## config.mk

```make
export PLATFORM = sky130hd
export DESIGN_NAME = ttmr_top
export DESIGN_NICKNAME = d
export VERILOG_FILES = /design/src/rtl/ttmr_pkg.sv /design/src/rtl/ttmr_ctrl.sv /design/src/rtl/ttmr_datapath.sv /design/src/rtl/ttmr_top.sv
export SDC_FILE = /design/constraint.sdc
export NUM_CORES = 1
export LEC_CHECK = 0
export BUFFER_PORTS_ARGS = -buffer_cell sky130_fd_sc_hd__buf_2
export CAP_MARGIN = 20
export CORE_ASPECT_RATIO = 1.25
export CORE_MARGIN = 5
export CORE_UTILIZATION = 40
export CTS_BUF_LIST = sky130_fd_sc_hd__clkbuf_8
export CTS_CLUSTER_DIAMETER = 200
export DETAILED_ROUTE_END_ITERATION = 10
export SLEW_MARGIN = 15
export SYNTH_ARGS = -nofsm -noshare
export SYNTH_HDL_FRONTEND = slang
export SYNTH_SLANG_ARGS = --single-unit
```

## constraint.sdc

```tcl
create_clock -name clk -period 4.7 [get_ports clk]
set_clock_uncertainty 0.05 [all_clocks]
set_input_delay 0.235 -clock clk [delete_from_list [all_inputs] [get_ports clk]]
set_output_delay 0.235 -clock clk [all_outputs]
set_load 0.02 [all_outputs]
```

## src/rtl/ttmr_pkg.sv

```systemverilog
package ttmr_pkg;
  localparam int RATIO_W = 3;
  localparam int CFG_W   = RATIO_W + 4;

  // Control register layout, low bits first: ratio, psToWdt, edgeFall, srcExt, irqEn
  typedef struct packed {
    logic               irqEn;
    logic               srcExt;
    logic               edgeFall;
    logic               psToWdt;
    logic [RATIO_W-1:0] ratio;
  } ttmr_cfg_t;

  localparam ttmr_cfg_t CFG_RESET = '{irqEn: 1'b0, srcExt: 1'b1, edgeFall: 1'b1,
                                      psToWdt: 1'b1, ratio: '1};

  // Strobes from the control section to the datapath
  typedef struct packed {
    logic load;   // count register write
    logic tick;   // qualified source event (already gated by sleep and inhibit)
    logic psClr;  // restart the prescaler
  } ttmr_strobe_t;
endpackage

```

## src/rtl/ttmr_ctrl.sv

```systemverilog
module ttmr_ctrl
  import ttmr_pkg::*;
#(
  parameter int SYNC_STAGES = 2,
  parameter int INHIBIT_CYC = 2
) (
  input  logic               clk,
  input  logic               rstN,
  input  logic               cntWrEn,
  input  logic               cfgWrEn,
  input  logic [CFG_W-1:0]   cfgWrData,
  input  logic               extPin,
  input  logic               sleepIn,
  output ttmr_cfg_t          cfgQ,
  output ttmr_strobe_t       strobe
);
  localparam int INH_W = $clog2(INHIBIT_CYC + 1);

  ttmr_cfg_t        cfgNext;
  logic [INH_W-1:0] inhibitCnt;
  logic [SYNC_STAGES:0] syncQ;
  logic             syncCur;
  logic             syncPrev;
  logic             pinEdge;
  logic             srcEvent;
  logic             assignChange;

  assign cfgNext = ttmr_cfg_t'(cfgWrData);

  // Control register
  always_ff @(posedge clk or negedge rstN) begin
    if (!rstN) cfgQ <= CFG_RESET;
    else if (cfgWrEn) cfgQ <= cfgNext;
  end

  // Pin synchronizer plus one extra stage for edge detection
  always_ff @(posedge clk or negedge rstN) begin
    if (!rstN) syncQ <= '0;
    else syncQ <= {syncQ[SYNC_STAGES-1:0], extPin};
  end

  assign syncCur  = syncQ[SYNC_STAGES-1];
  assign syncPrev = syncQ[SYNC_STAGES];

  always_comb begin
    if (cfgQ.edgeFall) pinEdge = syncPrev & ~syncCur;
    else               pinEdge = syncCur & ~syncPrev;
  end

  assign srcEvent = cfgQ.srcExt ? pinEdge : 1'b1;

  // Hold-off window after a count write
  always_ff @(posedge clk or negedge rstN) begin
    if (!rstN) inhibitCnt <= '0;
    else if (cntWrEn) inhibitCnt <= INH_W'(INHIBIT_CYC);
    else if (inhibitCnt != '0) inhibitCnt <= inhibitCnt - INH_W'(1);
  end

  assign assignChange = cfgWrEn && (cfgNext.psToWdt != cfgQ.psToWdt);

  always_comb begin
    strobe.load  = cntWrEn;
    strobe.tick  = srcEvent && !sleepIn && (inhibitCnt == '0) && !cntWrEn;
    strobe.psClr = cntWrEn || assignChange;
  end
endmodule

```

## src/rtl/ttmr_datapath.sv

```systemverilog
module ttmr_datapath
  import ttmr_pkg::*;
#(
  parameter int CNT_W = 8,
  parameter int PS_W  = 8
) (
  input  logic               clk,
  input  logic               rstN,
  input  ttmr_strobe_t       strobe,
  input  logic               psToWdt,
  input  logic [RATIO_W-1:0] ratio,
  input  logic [CNT_W-1:0]   loadData,
  input  logic               flagClr,
  output logic [CNT_W-1:0]   count,
  output logic               flag
);
  localparam logic [CNT_W-1:0] CNT_MAX = '1;

  logic [PS_W-1:0] psCnt;
  logic [PS_W:0]   psMaskWide;
  logic [PS_W-1:0] psMask;
  logic            psHit;
  logic            incr;
  logic            wrap;

  // Division mask: 2^(ratio+1) - 1
  always_comb begin
    psMaskWide = ((PS_W+1)'(1) << (int'(ratio) + 1)) - (PS_W+1)'(1);
    psMask     = psMaskWide[PS_W-1:0];
  end

  assign psHit = (psCnt & psMask) == psMask;
  assign incr  = strobe.tick && (psToWdt || psHit);
  assign wrap  = incr && !strobe.load && (count == CNT_MAX);

  always_ff @(posedge clk or negedge rstN) begin
    if (!rstN) psCnt <= '0;
    else if (strobe.psClr) psCnt <= '0;
    else if (strobe.tick && !psToWdt) psCnt <= psCnt + PS_W'(1);
  end

  always_ff @(posedge clk or negedge rstN) begin
    if (!rstN) count <= '0;
    else if (strobe.load) count <= loadData;
    else if (incr) count <= count + CNT_W'(1);
  end

  // Set has priority over the software clear
  always_ff @(posedge clk or negedge rstN) begin
    if (!rstN) flag <= 1'b0;
    else if (wrap) flag <= 1'b1;
    else if (flagClr) flag <= 1'b0;
  end
endmodule

```

## src/rtl/ttmr_top.sv

```systemverilog
module ttmr_top
  import ttmr_pkg::*;
#(
  parameter int CNT_W       = 8,
  parameter int PS_W        = 8,
  parameter int SYNC_STAGES = 2,
  parameter int INHIBIT_CYC = 2
) (
  input  logic             clk,
  input  logic             rstN,
  input  logic             cntWrEn,
  input  logic [CNT_W-1:0] cntWrData,
  output logic [CNT_W-1:0] cntRdData,
  input  logic             cfgWrEn,
  input  logic [CFG_W-1:0] cfgWrData,
  output logic [CFG_W-1:0] cfgRdData,
  input  logic             extPin,
  input  logic             sleepIn,
  input  logic             flagClr,
  output logic             ovfFlag,
  output logic             irqReq,
  output logic             wdtPrescSel
);
  ttmr_cfg_t    cfgQ;
  ttmr_strobe_t strobe;

  ttmr_ctrl #(
    .SYNC_STAGES(SYNC_STAGES),
    .INHIBIT_CYC(INHIBIT_CYC)
  ) u_ctrl (
    .clk      (clk),
    .rstN     (rstN),
    .cntWrEn  (cntWrEn),
    .cfgWrEn  (cfgWrEn),
    .cfgWrData(cfgWrData),
    .extPin   (extPin),
    .sleepIn  (sleepIn),
    .cfgQ     (cfgQ),
    .strobe   (strobe)
  );

  ttmr_datapath #(
    .CNT_W(CNT_W),
    .PS_W (PS_W)
  ) u_dp (
    .clk     (clk),
    .rstN    (rstN),
    .strobe  (strobe),
    .psToWdt (cfgQ.psToWdt),
    .ratio   (cfgQ.ratio),
    .loadData(cntWrData),
    .flagClr (flagClr),
    .count   (cntRdData),
    .flag    (ovfFlag)
  );

  assign cfgRdData   = cfgQ;
  assign irqReq      = ovfFlag && cfgQ.irqEn;
  assign wdtPrescSel = cfgQ.psToWdt;
endmodule

```

==> summary.txt, run 1 <==
Global routing
  – First-pass GRT wire length: 5480 um
  – Number of global-route vias before repair: 1257
  – Global route total overflow: 0
  – Largest net degree at the start of global routing: 30
  – Total Routing Usage GR: 13.5%
  – Antenna violations before repair: 0

Setup path
  – CP Max Fanout: 13
  – Worst endpoint required time: 4.79 ns
  – Startpoint Class: flop
  – CP arrival: 2.92 ns
  – Critical Path Sink Type: flop
  – Critical path type: flop to flop

Die
  – Initial Util: 41.4%
  – Die extent in y: 80.0 um
  – Core Footprint: 3780 um2
  – Die width: 66.0 um
  – DIE AREA: 5280 um2
  – Ports: 40
  – Site row count: 25

Logic synthesis
  – Biggest area consumer among synthesized cells: dfrtp_1
  – Seq/Total Area, Yosys: 46.8%
  – Mapped Cells: 156
  – Distinct cell type count after synthesis: 43
  – Ys async rst share: 100%
  – Synth area leaders: dfrtp_1, dfstp_2, nand2_1
  – Syn nets: 182
  – Synth warn: 0
  – Area of the mapped netlist: 1570 um2
  – Yosys top cell area share: 36.7%
  – Primary FF master, synth: dfrtp_1
  – EDFF count, synth: 0
  – Flops & latches, synth: 29
  – Mean Syn Cell Area: 10.0 um2

Layout
  – Post-Route Utilization: 49.8%
  – Area Growth Syn to Fin: 20.2%
  – Final std cells w/o fill: 251
  – Post-route cell area: 1880 um2
  – Final #Nets: 222
  – Number of diodes: 0
  – Layout cells sized above 1: 32.0%

Clocking
  – CTS tree: yes
  – Root Driver: clkbuf_8
  – Htree depth: 2
  – Clock sink count: 29
  – Worst-path clk slew: 0.06 ns
  – Max clock buf depth: 2
  – Num CTS Buffers: 5
  – Clock insertion delay at the later pin of the skew report: 0.28 ns

Drt
  – Total vias in the final route: 1263
  – DRT antenna net count: 0
  – Iter 0 DRT Violations: 29
  – DR DRC count: 0
  – Vias per inst: 5.03
  – Routed wire length: 3350 um
  – Routed wire length per instance: 13.4 um
  – TritonRoute pass-1 iters: 4

Power and ir drop
  – Pwr Density: 337 nW/um2
  – Total net switching power: 189 uW
  – Worst VDD drop: 241 uV
  – Combinational share of power: 20.2%
  – Sw Share: 29.8%
  – Leakage: 0.839 nW
  – Sequential share of power: 47.2%
  – Cell Int Power: 445 uW
  – Total design power: 634 uW
  – Clock share of power: 32.6%

Outcome
  – Outcome: finished clean

Placed design
  – Quantity of I/O buffers inserted on ports: 39
  – HPWL Detailed: 2480 um
  – RePlAce Congestion: 0.775
  – Placed instance area: 1780 um2
  – Placed cell count: 242

STA
  – Period utilization: 60.3%
  – Slew headroom: 56.8%
  – Min Tclk post-route: 2.84 ns
  – Slew Viols, Final: 0
  – Max Freq: 353 MHz
  – Final number of setup-violating endpoints: 0
  – RSZ-0062 raised after global routing: no
  – Worst-Margin Slew: 0.649 ns
  – Hold Fails Final Rpt: 0
  – Setup TNS: 0 ns

Hold path
  – Min-delay worst type: input pin to flop

Flow run
  – Max_cap viols: 0
-- worst max-delay path, cell delays in order, from the launching register on --
cell       delay [ns]
dfstp_2          0.58
inv_1            0.10
nand2_1          0.08
ha_1             0.25
or4b_1           0.48
a31oi_1          0.15
a2111oi_1        0.08
a31oi_2          0.51
nand2b_1         0.24
o311ai_0         0.15
-- layout make-up --
class                   instances  area [um2]
inverters                      10        37.5
clock inverters                 2        7.51
fillers                       371        1900
well taps                      54        67.6
repair buffers                 40         205
flip-flops and latches         29         733
clock buffers                   6        82.6
multi-input cells             110         749
-- kinds of logic (layout without fill, tap and decap cells) --
group	Yosys count	count (layout)	share of synthesized area [%]
adder cells (fa/ha/maj)	4	4	3.20
AO/OA/AOI/OAI	29	29	15.1
multiplexers	7	7	4.87
other	1	1	0.239
buffers and inverters	17	58	5.35
XOR/XNOR	10	10	5.59
flip-flops	29	29	46.8
AND/OR/NAND/NOR	59	59	18.8
-- cell usage in the layout (no fill, tap or decap), types with 6 or more instances in the layout --
cell type	n
nor2_1	15
o21ai_0	7
xor2_1	6
clkbuf_8	6
nand2_1	19
dfrtp_1	23
buf_2	39
nand3_1	6
dfstp_2	6
inv_1	12
-- routing by layer --
metal	wire length, um	track usage, %
met1	1420	16.3
met2	1710	22.0
met3	147	4.93
met4	66	4.88
met5	0	0
-- power groups by stage --
stage	registers, mW	clock network (mW)	logic (mW)
CTS	0.299	0.214	0.131
detailed placement	0.303	0	0.129
floorplan	0.315	0	0.0765
finish	0.299	0.207	0.128
global placement	0.302	0	0.126
global route	0.302	0.227	0.146
-- registers in the layout, summed over array words and instances, names as in the netlist --
signal	flops
u_ctrl.cfgQ	7
u_ctrl.inhibitCnt	2
u_ctrl.syncQ	3
u_dp.count	8
u_dp.flag	1
u_dp.psCnt	8
-- cells in the mapped netlist, types with 2 or more instances --
library cell	instances
mux2_2	5
inv_1	10
mux2i_1	2
o31a_1	2
nand2_1	19
nand3b_1	2
o211ai_1	4
or3_1	2
or2_2	2
o21ai_0	7
dfrtp_1	23
xnor2_1	4
a31oi_1	3
nand2b_1	2
buf_6	2
nand4_1	3
o311ai_0	3
clkbuf_1	3
xor2_1	6
dfstp_2	6
and2_1	2
nor2_1	15
nand3_1	6
ha_1	4
-- timing repair --
item                                   in CTS  in global routing
endpoints found under the hold margin      23                  0
setup buffers                               0                  0
hold buffers                                1                  0
resized for setup                           0                  0
-- final timing paths --
kind                                            start                   endpoint  slack [ns]  cells after the start
max                        u_ctrl.cfgQ[2]$_DFFE_PN1P_  u_dp.count[7]$_DFFE_PN0P_        1.86                      9
max in group asynchronous                        rstN  u_ctrl.syncQ[2]$_DFF_PN0_        3.71                      2
max reg2reg                u_ctrl.cfgQ[2]$_DFFE_PN1P_  u_dp.count[7]$_DFFE_PN0P_        1.86                      9
min reg2reg                 u_ctrl.syncQ[0]$_DFF_PN0_  u_ctrl.syncQ[1]$_DFF_PN0_        0.30                      0
min                                            extPin  u_ctrl.syncQ[0]$_DFF_PN0_        0.02                      1
min in group asynchronous                        rstN      u_dp.flag$_DFFE_PN0P_        0.47                      2
-- per-stage QoR --
stage / hold WS (ns) / setup slack [ns]
after global placement: 0.250 / 2.03
after detailed placement: 0.257 / 1.83
final: 0.0156 / 1.86
after floorplan: -0.111 / 2.14
after global routing: 0.0135 / 1.63
after CTS: 0.00674 / 1.82
No activity file was read; power rests on OpenSTA's default activity.
==> run 2: changes to the inputs <==
--- a/config.mk
+++ b/config.mk
@@ -13,6 +13,7 @@
 export CTS_BUF_LIST = sky130_fd_sc_hd__clkbuf_8
 export CTS_CLUSTER_DIAMETER = 200
 export DETAILED_ROUTE_END_ITERATION = 10
+export PLACE_DENSITY = 0.65
 export SLEW_MARGIN = 15
 export SYNTH_ARGS = -nofsm -noshare
 export SYNTH_HDL_FRONTEND = slang
==> constraint.sdc (replaced) <==
create_clock -name clk -period 2.4 [get_ports clk]
set_clock_uncertainty 0.05 [all_clocks]
set_input_delay 0.12 -clock clk [delete_from_list [all_inputs] [get_ports clk]]
set_output_delay 0.12 -clock clk [all_outputs]
set_load 0.02 [all_outputs]
==> summary.txt, run 2 (synthesized netlist as in run 1, its figures left out) <==
Setup path
  – Worst endpoint required time: 2.51 ns (-2.28 ns)
  – Critical path type: flop to flop
  – Worst reg2reg path depth: 11 (+2)
  – Worst path slowest cell: dfstp_2
  – Crit path top cell by count: a31oi_4
  – CP startpoint: u_ctrl.cfgQ[1]$_DFFE_PN1P_
  – Slowest stage delay, CP: 0.55 ns (-0.03 ns)
  – Startpoint Class: flop
  – Critical Path Sink Type: flop
  – CP arrival: 2.60 ns (-0.32 ns)
  – Crit path cell chain: nor2_4, nand2_2, ha_4, or4b_4, a31oi_4, a2111oi_4, a31oi_4, buf_4, buf_6, xor2_1, o21ai_1
  – R2R Path Start: u_ctrl.cfgQ[1]$_DFFE_PN1P_
  – CP Max Fanout: 5 (-8)
  – Setup slack, reg-to-reg: -0.08 ns (-1.95 ns)
  – R2R Path End: u_dp.count[0]$_DFFE_PN0P_

STA
  – Worst-Margin Slew: 0.645 ns (-0.00380 ns)
  – Max Freq: 403 MHz (+14%)
  – RSZ-0062 raised after global routing: yes
  – Final number of setup-violating endpoints: 4 (+4)
  – Setup ws final: -0.0843 ns (-1.95 ns)
  – Slew headroom: 57.0% (+0.25 points)
  – Period utilization: 104% (+43 points)
  – Setup TNS: -0.223 ns (-0.223 ns)
  – Min Tclk post-route: 2.48 ns (-0.351 ns)
  – Slew Viols, Final: 0 (unchanged)
  – Hold Fails Final Rpt: 0 (unchanged)

Power and ir drop
  – Total design power: 1.46 mW (+130%)
  – Worst VDD drop: 434 uV (+80%)
  – Pwr Density: 654 nW/um2 (+94%)
  – Leakage: 0.973 nW (+16%)

Layout
  – Post-Route Utilization: 58.8% (+9.0 points)
  – Final #Nets: 245 (+10%)
  – Post-route cell area: 2220 um2 (+18%)
  – Most common cell after layout, fill and taps aside: buf_2
  – Layout cells sized above 1: 43.6% (+12 points)
  – Most frequent cells in the layout: buf_2, dfrtp_1, nand2_1
  – Regs by FF count: u_dp.count: 8 flops, u_dp.psCnt: 8 flops, u_ctrl.cfgQ: 7 flops
  – Area Growth Syn to Fin: 42.0%
  – Number of diodes: 0 (unchanged)

Drt
  – TritonRoute pass-1 iters: 4 (unchanged)
  – Iter 0 DRT Violations: 41 (+41%)
  – Routed wire length per instance: 14.3 um (+7.0%)
  – Vias per inst: 5.09 (+1.2%)
  – DRT antenna net count: 0 (unchanged)
  – Routed wire length: 3920 um (+17%)
  – DR DRC count: 0 (unchanged)
  – Total vias in the final route: 1395 (+10%)

Die
  – Initial Util: 41.4% (unchanged)
  – Die width: 66.0 um (unchanged)
  – Ports: 40 (unchanged)
  – Site row count: 25 (unchanged)
  – Die extent in y: 80.0 um (unchanged)
  – Core Footprint: 3780 um2 (unchanged)
  – DIE AREA: 5280 um2 (unchanged)

Global routing
  – Largest net degree at the start of global routing: 30 (unchanged)
  – Number of global-route vias before repair: 1491 (+19%)
  – Antenna violations before repair: 0 (unchanged)
  – Global route total overflow: 0 (unchanged)
  – Total Routing Usage GR: 16.2% (+2.7 points)
  – First-pass GRT wire length: 6560 um (+20%)

Placed design
  – HPWL Detailed: 2690 um (+8.6%)
  – Placed instance area: 1870 um2 (+4.9%)
  – RePlAce Congestion: 0.863 (+11%)
  – Quantity of I/O buffers inserted on ports: 39 (unchanged)

Hold path
  – Min-delay worst type: input pin to flop
  – Hold Startpoint: cfgWrData[2]
  – Hold depth: 3 (+2)
  – Hold Path End: u_ctrl.cfgQ[2]$_DFFE_PN1P_

Flow run
  – Max_cap viols: 0 (unchanged)

Clocking
  – Clock sink count: 29 (unchanged)
  – Root Driver: clkbuf_8
  – Htree depth: 2 (unchanged)
  – Num CTS Buffers: 5 (unchanged)
  – Worst-path clk slew: 0.06 ns (about the same)
  – Max clock buf depth: 2 (unchanged)
  – Clock insertion delay at the later pin of the skew report: 0.28 ns (about the same)
  – CTS tree: yes

Outcome
  – Outcome: complete, but fails checks
  – Failing checks: setup timing
[run 2: changes by cell type in the layout (fill, tap and decap cells not counted), moves of 2 or more]
| cell | delta |
|---|---|
| buf_4 | +16 |
| a31oi_4 | +3 |
| buf_6 | +3 |
| dlygate4sd3_1 | +3 |
| o21ai_0 | -3 |
| o21ai_1 | +3 |
| o311ai_0 | -3 |
| inv_1 | -2 |
| o311ai_1 | +2 |
[run 2: metal layers]
metal	global-route usage (%)	part of all wire, %	up-vias
met5	0	0	-
met4	7.93	2.4	0
met3	3.94	5.6	10
met2	27.8	52	35
met1	18.6	40	665
li1	-	-	685
[run 2: cell type report]
| cell class | count | area (um2) |
|---|---|---|
| flip-flops and latches | 29 | 733 |
| well taps | 54 | 67.6 |
| clock buffers | 6 | 82.6 |
| repair buffers | 62 | 389 |
| inverters | 10 | 37.5 |
| fillers | 331 | 1560 |
| multi-input cells | 111 | 877 |
| clock inverters | 2 | 37.5 |
[run 2: worst max path at each step]
stage                                endpoint  slack (ns)  depth (start not counted)
detailed placement  u_dp.count[7]$_DFFE_PN0P_       -0.29                          9
CTS                 u_dp.count[3]$_DFFE_PN0P_       -0.04                         11
finish              u_dp.count[0]$_DFFE_PN0P_       -0.08                         11
global placement    u_dp.count[0]$_DFFE_PN0P_       -0.11                         10
global route        u_dp.count[2]$_DFFE_PN0P_       -0.17                         11
floorplan           u_dp.count[5]$_DFFE_PN0P_        0.22                          8
[run 2: critical path, delay by kind of cell (launching register included)]
family | cells | cell delay, ns
AOI/OAI and AO/OA | 4 | 0.64
and+or+nand+nor | 3 | 0.59
DFF | 1 | 0.55
buffers and inverters | 2 | 0.25
adders and majority gates | 1 | 0.14
xor gates and xnor gates | 1 | 0.14
[run 2: power breakdown]
| group | switching [mW] | internal [mW] |
|---|---|---|
| logic | 0.191 | 0.155 |
| registers | 0.0419 | 0.541 |
| clock network | 0.190 | 0.337 |
[run 2: metrics by stage]
| stage | std cells | hold WS, ns | worst slack [ns] |
|---|---|---|---|
| 3_5_place_dp | 252 | 0.129 | -0.286 |
| 3_3_place_gp | 252 | 0.124 | -0.109 |
| 4_1_cts | 271 | 0.000642 | -0.0430 |
| 6_report | 274 | 0.00614 | -0.0843 |
| 2_1_floorplan | 156 | -0.226 | 0.220 |
| 5_1_grt | 274 | 0.0206 | -0.168 |
[run 2: repair_timing]
item / in CTS / in global routing
resized for setup: 16 / 10
hold buffers: 4 / 0
endpoints found under the hold margin: 26 / 0
cloned: 1 / 0
pin swaps: 9 / 8
setup endpoints to repair: 9 / 10
setup buffers: 6 / 4
